## src/rtl/slm_pkg.sv

```systemverilog
package slm_pkg;
   // status byte layout
   localparam int ST_LIM_POS = 0;
   localparam int ST_LIM_NEG = 1;
   localparam int ST_ALARM   = 2;
   localparam int ST_HOME    = 3;
   localparam int ST_SRDY    = 4;
   localparam int ST_STK0    = 5;
   localparam int STATUS_W   = 8;
   localparam int N_STICKY   = 3;

   // order of the synchronized asynchronous inputs
   localparam int IN_ENC_P = 0;
   localparam int IN_ENC_D = 1;
   localparam int IN_LIM_P = 2;
   localparam int IN_LIM_N = 3;
   localparam int IN_ALM   = 4;
   localparam int IN_HOME  = 5;
   localparam int IN_SRDY  = 6;
   localparam int N_ASYNC  = 7;

   typedef enum logic {DIR_REV = 1'b0, DIR_FWD = 1'b1} dir_e;
endpackage

```

## src/rtl/slm_sync.sv

```systemverilog
module slm_sync #(
   parameter int W      = 1,
   parameter int STAGES = 2
) (
   input  logic         clk,
   input  logic         rst_n,
   input  logic [W-1:0] d,
   output logic [W-1:0] q
);
   if (STAGES < 2) begin : g_bad_stages
      $error("slm_sync: STAGES must be at least 2");
   end

   logic [W-1:0] chain [STAGES];

   always_ff @(posedge clk or negedge rst_n) begin
      if (!rst_n) chain[0] <= '0;
      else        chain[0] <= d;
   end

   for (genvar s = 1; s < STAGES; s++) begin : g_stage
      always_ff @(posedge clk or negedge rst_n) begin
         if (!rst_n) chain[s] <= '0;
         else        chain[s] <= chain[s-1];
      end
   end

   assign q = chain[STAGES-1];
endmodule

```

## src/rtl/slm_edge_counter.sv

```systemverilog
module slm_edge_counter
   import slm_pkg::*;
#(
   parameter int CNT_W = 32
) (
   input  logic             clk,
   input  logic             rst_n,
   input  logic             clr,
   input  logic             pulse,
   input  logic             dir,
   output logic [CNT_W-1:0] count
);
   localparam logic [CNT_W-1:0] ONE = CNT_W'(1);

   logic pulse_prev;
   logic rise;

   assign rise = pulse & ~pulse_prev;

   always_ff @(posedge clk or negedge rst_n) begin
      if (!rst_n) begin
         pulse_prev <= 1'b0;
         count      <= '0;
      end else begin
         pulse_prev <= pulse;
         if (clr)
            count <= '0;
         else if (rise)
            count <= (dir_e'(dir) == DIR_FWD) ? count + ONE : count - ONE;
      end
   end
endmodule

```

## src/rtl/slm_corrector.sv

```systemverilog
module slm_corrector #(
   parameter int CNT_W = 32,
   parameter int GAP_W = 16
) (
   input  logic             clk,
   input  logic             rst_n,
   input  logic             en,
   input  logic [CNT_W-1:0] err,
   input  logic [GAP_W-1:0] gap,
   input  logic             blk_fwd,
   input  logic             blk_rev,
   output logic             step,
   output logic             dir
);
   localparam logic [GAP_W-1:0] GAP_ONE = GAP_W'(1);
   localparam logic [GAP_W-1:0] GAP_MAX = '1;

   logic [GAP_W-1:0] timer;
   logic             err_nz;
   logic             want_fwd;
   logic             blocked;
   logic             fire;

   assign err_nz   = |err;
   assign want_fwd = ~err[CNT_W-1];
   assign blocked  = want_fwd ? blk_fwd : blk_rev;
   assign fire     = en & err_nz & ~blocked & ~step & (timer >= gap);

   always_ff @(posedge clk or negedge rst_n) begin
      if (!rst_n) begin
         timer <= '0;
         step  <= 1'b0;
         dir   <= 1'b0;
      end else begin
         step <= fire;
         if (fire) begin
            timer <= GAP_ONE;
            dir   <= want_fwd;
         end else if (timer != GAP_MAX) begin
            timer <= timer + GAP_ONE;
         end
      end
   end
endmodule

```

## src/rtl/slm_status.sv

```systemverilog
module slm_status
   import slm_pkg::*;
(
   input  logic                clk,
   input  logic                rst_n,
   input  logic                lim_p,
   input  logic                lim_n,
   input  logic                alm,
   input  logic                hom,
   input  logic                rdy,
   input  logic [N_STICKY-1:0] clr,
   output logic [STATUS_W-1:0] status
);
   logic [N_STICKY-1:0] sticky;
   logic [N_STICKY-1:0] src;

   assign src = {alm, lim_n, lim_p};

   for (genvar k = 0; k < N_STICKY; k++) begin : g_sticky
      always_ff @(posedge clk or negedge rst_n) begin
         if (!rst_n) sticky[k] <= 1'b0;
         else        sticky[k] <= (sticky[k] & ~clr[k]) | src[k];
      end
   end

   always_comb begin
      status             = '0;
      status[ST_LIM_POS] = lim_p;
      status[ST_LIM_NEG] = lim_n;
      status[ST_ALARM]   = alm;
      status[ST_HOME]    = hom;
      status[ST_SRDY]    = rdy;
      status[ST_STK0 +: N_STICKY] = sticky;
   end
endmodule

```

## src/rtl/step_loop_monitor.sv

```systemverilog
module step_loop_monitor
   import slm_pkg::*;
#(
   parameter int CNT_W       = 32,
   parameter int GAP_W       = 16,
   parameter int SYNC_STAGES = 2
) (
   input  logic             clk,
   input  logic             rst_n,
   input  logic             cmd_step,
   input  logic             cmd_dir,
   input  logic             enc_pulse,
   input  logic             enc_dir,
   input  logic             lim_pos,
   input  logic             lim_neg,
   input  logic             alarm,
   input  logic             home,
   input  logic             servo_rdy,
   input  logic             host_clear,
   input  logic             corr_en,
   input  logic [GAP_W-1:0] corr_gap,
   input  logic [2:0]       sticky_clr,
   output logic [CNT_W-1:0] cmd_count,
   output logic [CNT_W-1:0] fb_count,
   output logic [CNT_W-1:0] pos_err,
   output logic             corr_step,
   output logic             corr_dir,
   output logic [7:0]       status
);
   localparam int N_CNT = 2;

   if (CNT_W < 2) begin : g_bad_cnt
      $error("step_loop_monitor: CNT_W must be at least 2");
   end
   if (GAP_W < 2) begin : g_bad_gap
      $error("step_loop_monitor: GAP_W must be at least 2");
   end
   if (STATUS_W != 8 || N_STICKY != 3) begin : g_bad_pkg
      $error("step_loop_monitor: status layout does not match the port widths");
   end

   logic [N_ASYNC-1:0] raw_in;
   logic [N_ASYNC-1:0] syn;

   assign raw_in[IN_ENC_P] = enc_pulse;
   assign raw_in[IN_ENC_D] = enc_dir;
   assign raw_in[IN_LIM_P] = lim_pos;
   assign raw_in[IN_LIM_N] = lim_neg;
   assign raw_in[IN_ALM]   = alarm;
   assign raw_in[IN_HOME]  = home;
   assign raw_in[IN_SRDY]  = servo_rdy;

   slm_sync #(.W(N_ASYNC), .STAGES(SYNC_STAGES)) u_sync (
      .clk   (clk),
      .rst_n (rst_n),
      .d     (raw_in),
      .q     (syn)
   );

   // index 0: command count, index 1: feedback count
   logic [N_CNT-1:0] cnt_pulse;
   logic [N_CNT-1:0] cnt_dir;
   logic [CNT_W-1:0] cnt_val [N_CNT];

   assign cnt_pulse = {syn[IN_ENC_P], cmd_step};
   assign cnt_dir   = {syn[IN_ENC_D], cmd_dir};

   for (genvar i = 0; i < N_CNT; i++) begin : g_cnt
      slm_edge_counter #(.CNT_W(CNT_W)) u_cnt (
         .clk   (clk),
         .rst_n (rst_n),
         .clr   (host_clear),
         .pulse (cnt_pulse[i]),
         .dir   (cnt_dir[i]),
         .count (cnt_val[i])
      );
   end

   assign cmd_count = cnt_val[0];
   assign fb_count  = cnt_val[1];
   assign pos_err   = cnt_val[0] - cnt_val[1];

   slm_corrector #(.CNT_W(CNT_W), .GAP_W(GAP_W)) u_corr (
      .clk     (clk),
      .rst_n   (rst_n),
      .en      (corr_en),
      .err     (pos_err),
      .gap     (corr_gap),
      .blk_fwd (syn[IN_LIM_P] | syn[IN_ALM]),
      .blk_rev (syn[IN_LIM_N] | syn[IN_ALM]),
      .step    (corr_step),
      .dir     (corr_dir)
   );

   slm_status u_stat (
      .clk    (clk),
      .rst_n  (rst_n),
      .lim_p  (syn[IN_LIM_P]),
      .lim_n  (syn[IN_LIM_N]),
      .alm    (syn[IN_ALM]),
      .hom    (syn[IN_HOME]),
      .rdy    (syn[IN_SRDY]),
      .clr    (sticky_clr),
      .status (status)
   );
endmodule

```

## config.mk

```make
export PLATFORM = sky130hd
export DESIGN_NAME = step_loop_monitor
export DESIGN_NICKNAME = d
export VERILOG_FILES = /design/src/rtl/slm_pkg.sv /design/src/rtl/slm_sync.sv /design/src/rtl/slm_edge_counter.sv /design/src/rtl/slm_corrector.sv /design/src/rtl/slm_status.sv /design/src/rtl/step_loop_monitor.sv
export SDC_FILE = /design/constraint.sdc
export NUM_CORES = 1
export LEC_CHECK = 0
export BUFFER_PORTS_ARGS = -buffer_cell sky130_fd_sc_hd__buf_4
export CAP_MARGIN = 20
export CORE_UTILIZATION = 40
export CTS_CLUSTER_SIZE = 24
export DETAILED_ROUTE_END_ITERATION = 16
export HOLD_SLACK_MARGIN = 0.08
export PLACE_DENSITY = 0.7
export SLEW_MARGIN = 10
export SYNTH_ARGS = -nofsm -noshare
export SYNTH_HDL_FRONTEND = slang
export SYNTH_HIERARCHICAL = 1
export SYNTH_SLANG_ARGS = --single-unit
```

## constraint.sdc

```tcl
create_clock -name clk -period 3.9 [get_ports clk]
set_input_delay 0.39 -clock clk [delete_from_list [all_inputs] [get_ports clk]]
set_output_delay 0.39 -clock clk [all_outputs]
set_load 0.05 [all_outputs]
```

**After elaboration in Yosys (flattened, before gate mapping)**

Cells that the tools add are included.

- Output and inout port bits: 106
- Logic and storage cells: 55
- Register bits: 101
- Input bits: 32

- $add $sub $neg: 6
- Order comparisons: 1
- Bitwise operators: 22
- Equality and inequality tests: 1
- Multiplexer cells: 9
- Reductions and logical operators: 4

Operators by type and width:

| operator | number |
|---|---|
| 32-bit two-way mux | 6 |
| 32-bit by 1-bit adder with 32-bit output, second input constant | 2 |
| 32-bit by 1-bit subtractor with 32-bit output, second input constant | 2 |
| 16-bit two-way mux | 2 |
| 32-bit OR reduction | 1 |
| 32-bit subtractor | 1 |
| 16-bit by 1-bit adder with 16-bit output, second input constant | 1 |
| 16-bit greater-or-equal comparator | 1 |
| 16-bit != test, second input constant | 1 |
| 1-bit AND | 9 |
| 1-bit NOT | 8 |
| 2-bit nonzero test | 3 |
| 1-bit OR | 5 |
| 1-bit two-way mux | 1 |

**Longest topological paths before layout**

- Word-level depth: 7
- Mapped depth: 17
- Mapped depth without buffers: 16

**Modules after synthesis**

The synthesis kept the hierarchy.

By module, submodules not included:

| module | area an instance (um2) | times used | sequential area each (um2) | cells each |
|---|---|---|---|---|
| slm_edge_counter | 3042.9 | 2 | 825.8 | 383 |
| step_loop_monitor | 1828.0 | 1 | 0.0 | 267 |
| slm_corrector | 1415.1 | 1 | 450.4 | 158 |
| slm_sync | 402.9 | 1 | 350.3 | 21 |
| slm_status | 146.4 | 1 | 75.1 | 14 |

**Least setup slack after synthesis**

Ideal clock, no wire load.

- Kind: reg2reg
- Start point: register g_cnt[0].u_cnt.count[0]
- End point: register u_corr.timer[11]
- Data required time: 3.781 ns
- Arrival: 4.645 ns
- Path slack: -0.864 ns
- Library setup time: 0.119 ns
- Buffers on the path: 1
- Stages on the path, launching flop included: 18
- Period minus slack after synthesis: 4.764 ns
- Cell sequence: dfrtp_1 > inv_1 > ha_1 > fa_1 > nor2b_1 > o2111ai_1 > a211oi_1 > o21a_1 > o21a_1 > o21a_1 > o2111ai_1 > a211oi_1 > nor4_1 > nand4_1 > o21ai_1 > a31oi_4 > buf_6 > nor2_1

- Cells in the longest elaborated chain, start to end: 7
- Elaborated cells on any way between the ends: 10
- Classes of those cells: add/sub (1); mux (2); bitwise (5); reduce/logical (2)

RTL lines:

| element | RTL line | RTL |
|---|---|---|
| start, declared | slm_edge_counter.sv:11 | `output logic [CNT_W-1:0] count` |
| start signal, assigned | slm_edge_counter.sv:29 | `count <= (dir_e'(dir) == DIR_FWD) ? count + ONE : count - ONE;` |
| 32-bit subtractor * | step_loop_monitor.sv:81 | `assign pos_err = cnt_val[0] - cnt_val[1];` |
| named net pos_err[30] | step_loop_monitor.sv:25 | `output logic [CNT_W-1:0] pos_err,` |
| 32-bit OR reduction * | slm_corrector.sv:24 | `assign err_nz = \|err;` |
| 1-bit AND * (4 in a row) | slm_corrector.sv:27 | `assign fire = en & err_nz & ~blocked & ~step & (timer >= gap);` |
| named net u_corr.fire | slm_corrector.sv:22 | `logic fire;` |
| 16-bit two-way mux or 2-bit nonzero test (tied branches) | - |  |
| end signal, assigned | slm_corrector.sv:40 | `timer <= timer + GAP_ONE;` |
| end, declared | slm_corrector.sv:18 | `logic [GAP_W-1:0] timer;` |

The timed path passes the listed nets; every way through them passes the cells marked *.
A chain may end at the register's enable or synchronous reset.

**Final worst setup path**

- Start point: register g_cnt[0].u_cnt.count[2]
- End point: register u_corr.timer[5]

- Cells in the longest elaborated chain, start to end: 7
- Elaborated cells on any way between the ends: 10
- Classes of those cells: add/sub (1); mux (2); bitwise (5); reduce/logical (2)

RTL lines:

| element | RTL line |
|---|---|
| 32-bit subtractor * | step_loop_monitor.sv:81 |
| 32-bit OR reduction or 1-bit two-way mux (tied branches) | slm_corrector.sv:24, slm_corrector.sv:26 |
| 1-bit AND or 1-bit NOT (tied branches) | slm_corrector.sv:27 |
| 1-bit AND * (3 in a row) | slm_corrector.sv:27 |
| 16-bit two-way mux or 2-bit nonzero test (tied branches) | - |

Mark *: on every way between the ends. The rest lies on a longest branch, timed or not.

==> impl_results.md <==
- Port Buf Inserts: around 140
- Worst Skew: 13.6 ps
- Unrepaired setup endpoints after global routing: yes
- Data arrival, critical path: around 4200 ps
- RR Endpoint: u_corr/timer[5]
- Final setup vio count: 5
- Element type at the critical path start: flop
- Initial drt markers: around 790
- Cell depth of the worst flop-to-flop path: 16
- Peak VDD IR: 0.525 mV
- Total CTS buffers: 9
- Largest net degree at the start of global routing: 59
- Synth Cell Area: 9880 um^2
- Vias in the first global route: 9002
- Clock Path Buffers: 2
- Relative slew margins: 0.312
- GRT Residual Overflow: 0
- Avg Cell Area, Syn: just over 8 um^2
- Prevailing post-synth register cell: dfrtp_1
- Residual DRC: 0
- Least-Margin Pin Slew: 1020 ps
- Fmax: 254 MHz
- CTS H-tree depth: 3
- Setup ws final: -37.3 ps
- DR WL/cell: 17.2 um
- Number of synthesized flops with an enable pin: 0
- Fin Setup TNS: -129 ps
- Area grow syn2layout: 24.4%
- Reg-to-Reg Start: g_cnt[0].u_cnt/count[2]
- Critical path fanouts, max: 6
- Yosys warnings: 6
- Post-synthesis cell count: ~1.2k
- Status: complete, but fails checks
- Utilization after layout: 0.507
- Max_cap viols: 0
- Layout cells sized above 1: 0.243
- Post-Place Worst Slack: -203 ps
- Die H: approximately 160 um
- Post-DRT Antenna Nets: 0
- Worst Setup End Kind: flop
- Clock sink total: slightly above 100
- CTS root buf: clkbuf_16
- # IOs: ~140
- CTS Hold Bufs: 0
- HP Class: input port to async pin
- Fin. Hold Viols: 0
- Seq cells post-synth: between 100 and 150
- Skew-Pair Late Insertion Delay: between 300 and 400 ps
- R2R Setup Slk: -40 ps
- # diodes: 0
- Cell variety after synth: 78
- Pwr Total: ~6 mW
- Clock edge transition at the registers on the reported setup and hold paths: 80 ps
- Core box area: around 24000 um^2
- Worst path required time: around 4200 ps
- Final wirelength: 29.4 mm
- GPL Wtd Cong: ~0.94
- Post-DP HPWL: roughly 23 mm
- Crit path kind: flop to flop
- Vias: 9655
- Via density: 5.65
- Power per cell area: roughly 490 nW/um^2
- Initial Utilization: 0.407
- Syn nets: between 1k and 1.5k
- CTS tree: done
- Total track usage: 0.231
- First-pass GRT wire length: about 47 mm
- Die area: ~25000 um^2
- DRT Pass-1 Iters: 5
- Die width: 159 um
- Core Rows: between 50 and 60
- Initial antenna violation count: 0
- Fin crit share: 1.01
- FFs w/ async S/R, synth: 1.00
- Failing checks: negative setup slack
- Nets: around 1.5k
- # fillers: around 2.3k
- Final Critical Period: 3940 ps
- Lkg Pwr: between 5 and 6 nW
- Seq/Total Area, Yosys: 0.256
- Pins Over Slew Limit: 0
layer usage:
layer,track usage,up-vias,share of wire
met4,0.0586,0,0.015
li1,-,4753,-
met5,0,-,0
met1,0.325,4564,0.47
met2,0.365,308,0.46
met3,0.0391,30,0.063
what timing repair did:
action | in CTS | in global routing
buffers inserted | 5 | 10
pin swaps | 16 | 24
gates resized for setup | 17 | 38
cloned | 1 | 0
endpoints found under the setup margin | 18 | 20
logic make-up (layout without fill, tap and decap cells):
kind of cell             after synthesis  after routing  share of synthesized area
buffers and inverters                148            305                     0.0654
XOR/XNOR                              79             79                     0.0700
multiplexers                           9              9                    0.00950
flip-flops                           101            101                      0.256
adder cells (fa/ha/maj)              111            111                      0.143
AND/OR/NAND/NOR                      374            374                      0.187
AO/OA/AOI/OAI                        404            405                      0.269
critical path, cell delays in order, from the launching register on:
cell and delay (ps):
dfrtp_1 440, ha_1 380, o211ai_1 290, a21oi_4 90
o211ai_4 270, a31oi_4 140, a311o_1 360, a31o_1 210
a21oi_4 180, xnor2_4 110, buf_6 160, nor4_4 140
nand4_1 340, o21ai_4 340, a31oi_4 100, buf_6 240
nor2_2 90
synthesized netlist by cell type, types with 5 or more instances:
cell type  instances  area [um^2]
and3_1            13         81.3
nor3_1            25          125
o21ai_1            6         30.0
o21ai_0           60          300
a31oi_1           17          106
nand3_1           41          205
a211o_1            7         61.3
or2_2              6         37.5
xnor2_1           60          526
a211oi_1          12         90.1
clkbuf_1          38          143
a21oi_1          133          666
mux2i_1            6         60.1
inv_1             84          315
xor2_1            19          166
o31ai_1            6         45.0
nor4_1            12         75.1
o221ai_1           6         52.6
nor2b_1            8         50.1
nand2_1          126          473
o21bai_1          14          105
o211ai_1           9         67.6
nand4_1           28          175
o21a_1            19          143
buf_4             13         97.6
a21oi_2            5         43.8
a21o_1            60          450
ha_1             108         1350
a21boi_0           5         37.5
nand2b_1           6         37.5
or3_1              6         37.5
dfrtp_1          101         2530
buf_2              6         30.0
nor2_1            73          274
and2_1             5         31.3
state kept, by name (all words and copies together) (netlist names):
signal	flops
u_corr/dir	1
u_corr/timer	16
u_stat/status	3
u_sync/chain	7
u_sync/q	7
u_corr/step	1
g_cnt.u_cnt/pulse_prev	2
g_cnt.u_cnt/count	64
layout make-up:
type / count / area [um^2] / area share
repair buffers: 205 / 1560 / 0.127
well taps: 324 / 405 / 0.0330
flip-flops and latches: 101 / 2560 / 0.209
clock inverters: 4 / 56.3 / 0.00458
clock buffers: 12 / 256 / 0.0209
multi-input cells: 978 / 7130 / 0.580
inverters: 84 / 315 / 0.0257
power by group:
part | switching [mW] | internal [mW] | total (mW)
logic | 2.32 | 1.32 | 3.64
registers | 0.198 | 1.20 | 1.39
clock network | 0.426 | 0.539 | 0.965
through the flow:
step,instances,area [um^2],hold WS [ps]
after floorplan,1226,10100,94.4
after global placement,1677,11600,332
after detailed placement,1677,11600,337
after CTS,1699,12000,124
after global routing,1708,12300,123
final,1708,12300,122
cell usage in the layout, fill, tap and decap left out, types with 7 or more instances in the layout:
cell type / instances
nor4_1: 10
a211oi_1: 10
dfrtp_2: 29
xor2_1: 15
dfrtp_1: 72
nor2_1: 67
a21oi_1: 130
a211o_1: 7
buf_4: 200
a21o_1: 60
ha_1: 101
o21a_1: 19
nor3_1: 23
o21ai_0: 58
inv_1: 81
and3_1: 12
clkbuf_16: 9
o21ai_1: 7
o21bai_1: 14
nand3_1: 40
o211ai_1: 9
nand2_1: 126
nand4_1: 28
a31oi_1: 16
xnor2_1: 54
how the worst max path moves through the flow:
| stage | startpoint | to | slack, ps | cells past startpoint |
|---|---|---|---|---|
| 6_report | g_cnt[0].u_cnt/count[2] | u_corr/timer[5] | -40 | 16 |
| 3_5_place_dp | g_cnt[1].u_cnt/count[4] | u_corr/timer[3] | -200 | 16 |
| 5_1_grt | g_cnt[1].u_cnt/count[8] | u_corr/timer[7] | -170 | 16 |
| 2_1_floorplan | g_cnt[1].u_cnt/count[6] | u_corr/timer[14] | 1 | 16 |
| 4_1_cts | g_cnt[1].u_cnt/count[4] | u_corr/timer[10] | 30 | 16 |
| 3_3_place_gp | g_cnt[1].u_cnt/count[4] | u_corr/timer[0] | -20 | 16 |
Note: power is estimated with default switching activity, not from simulation.
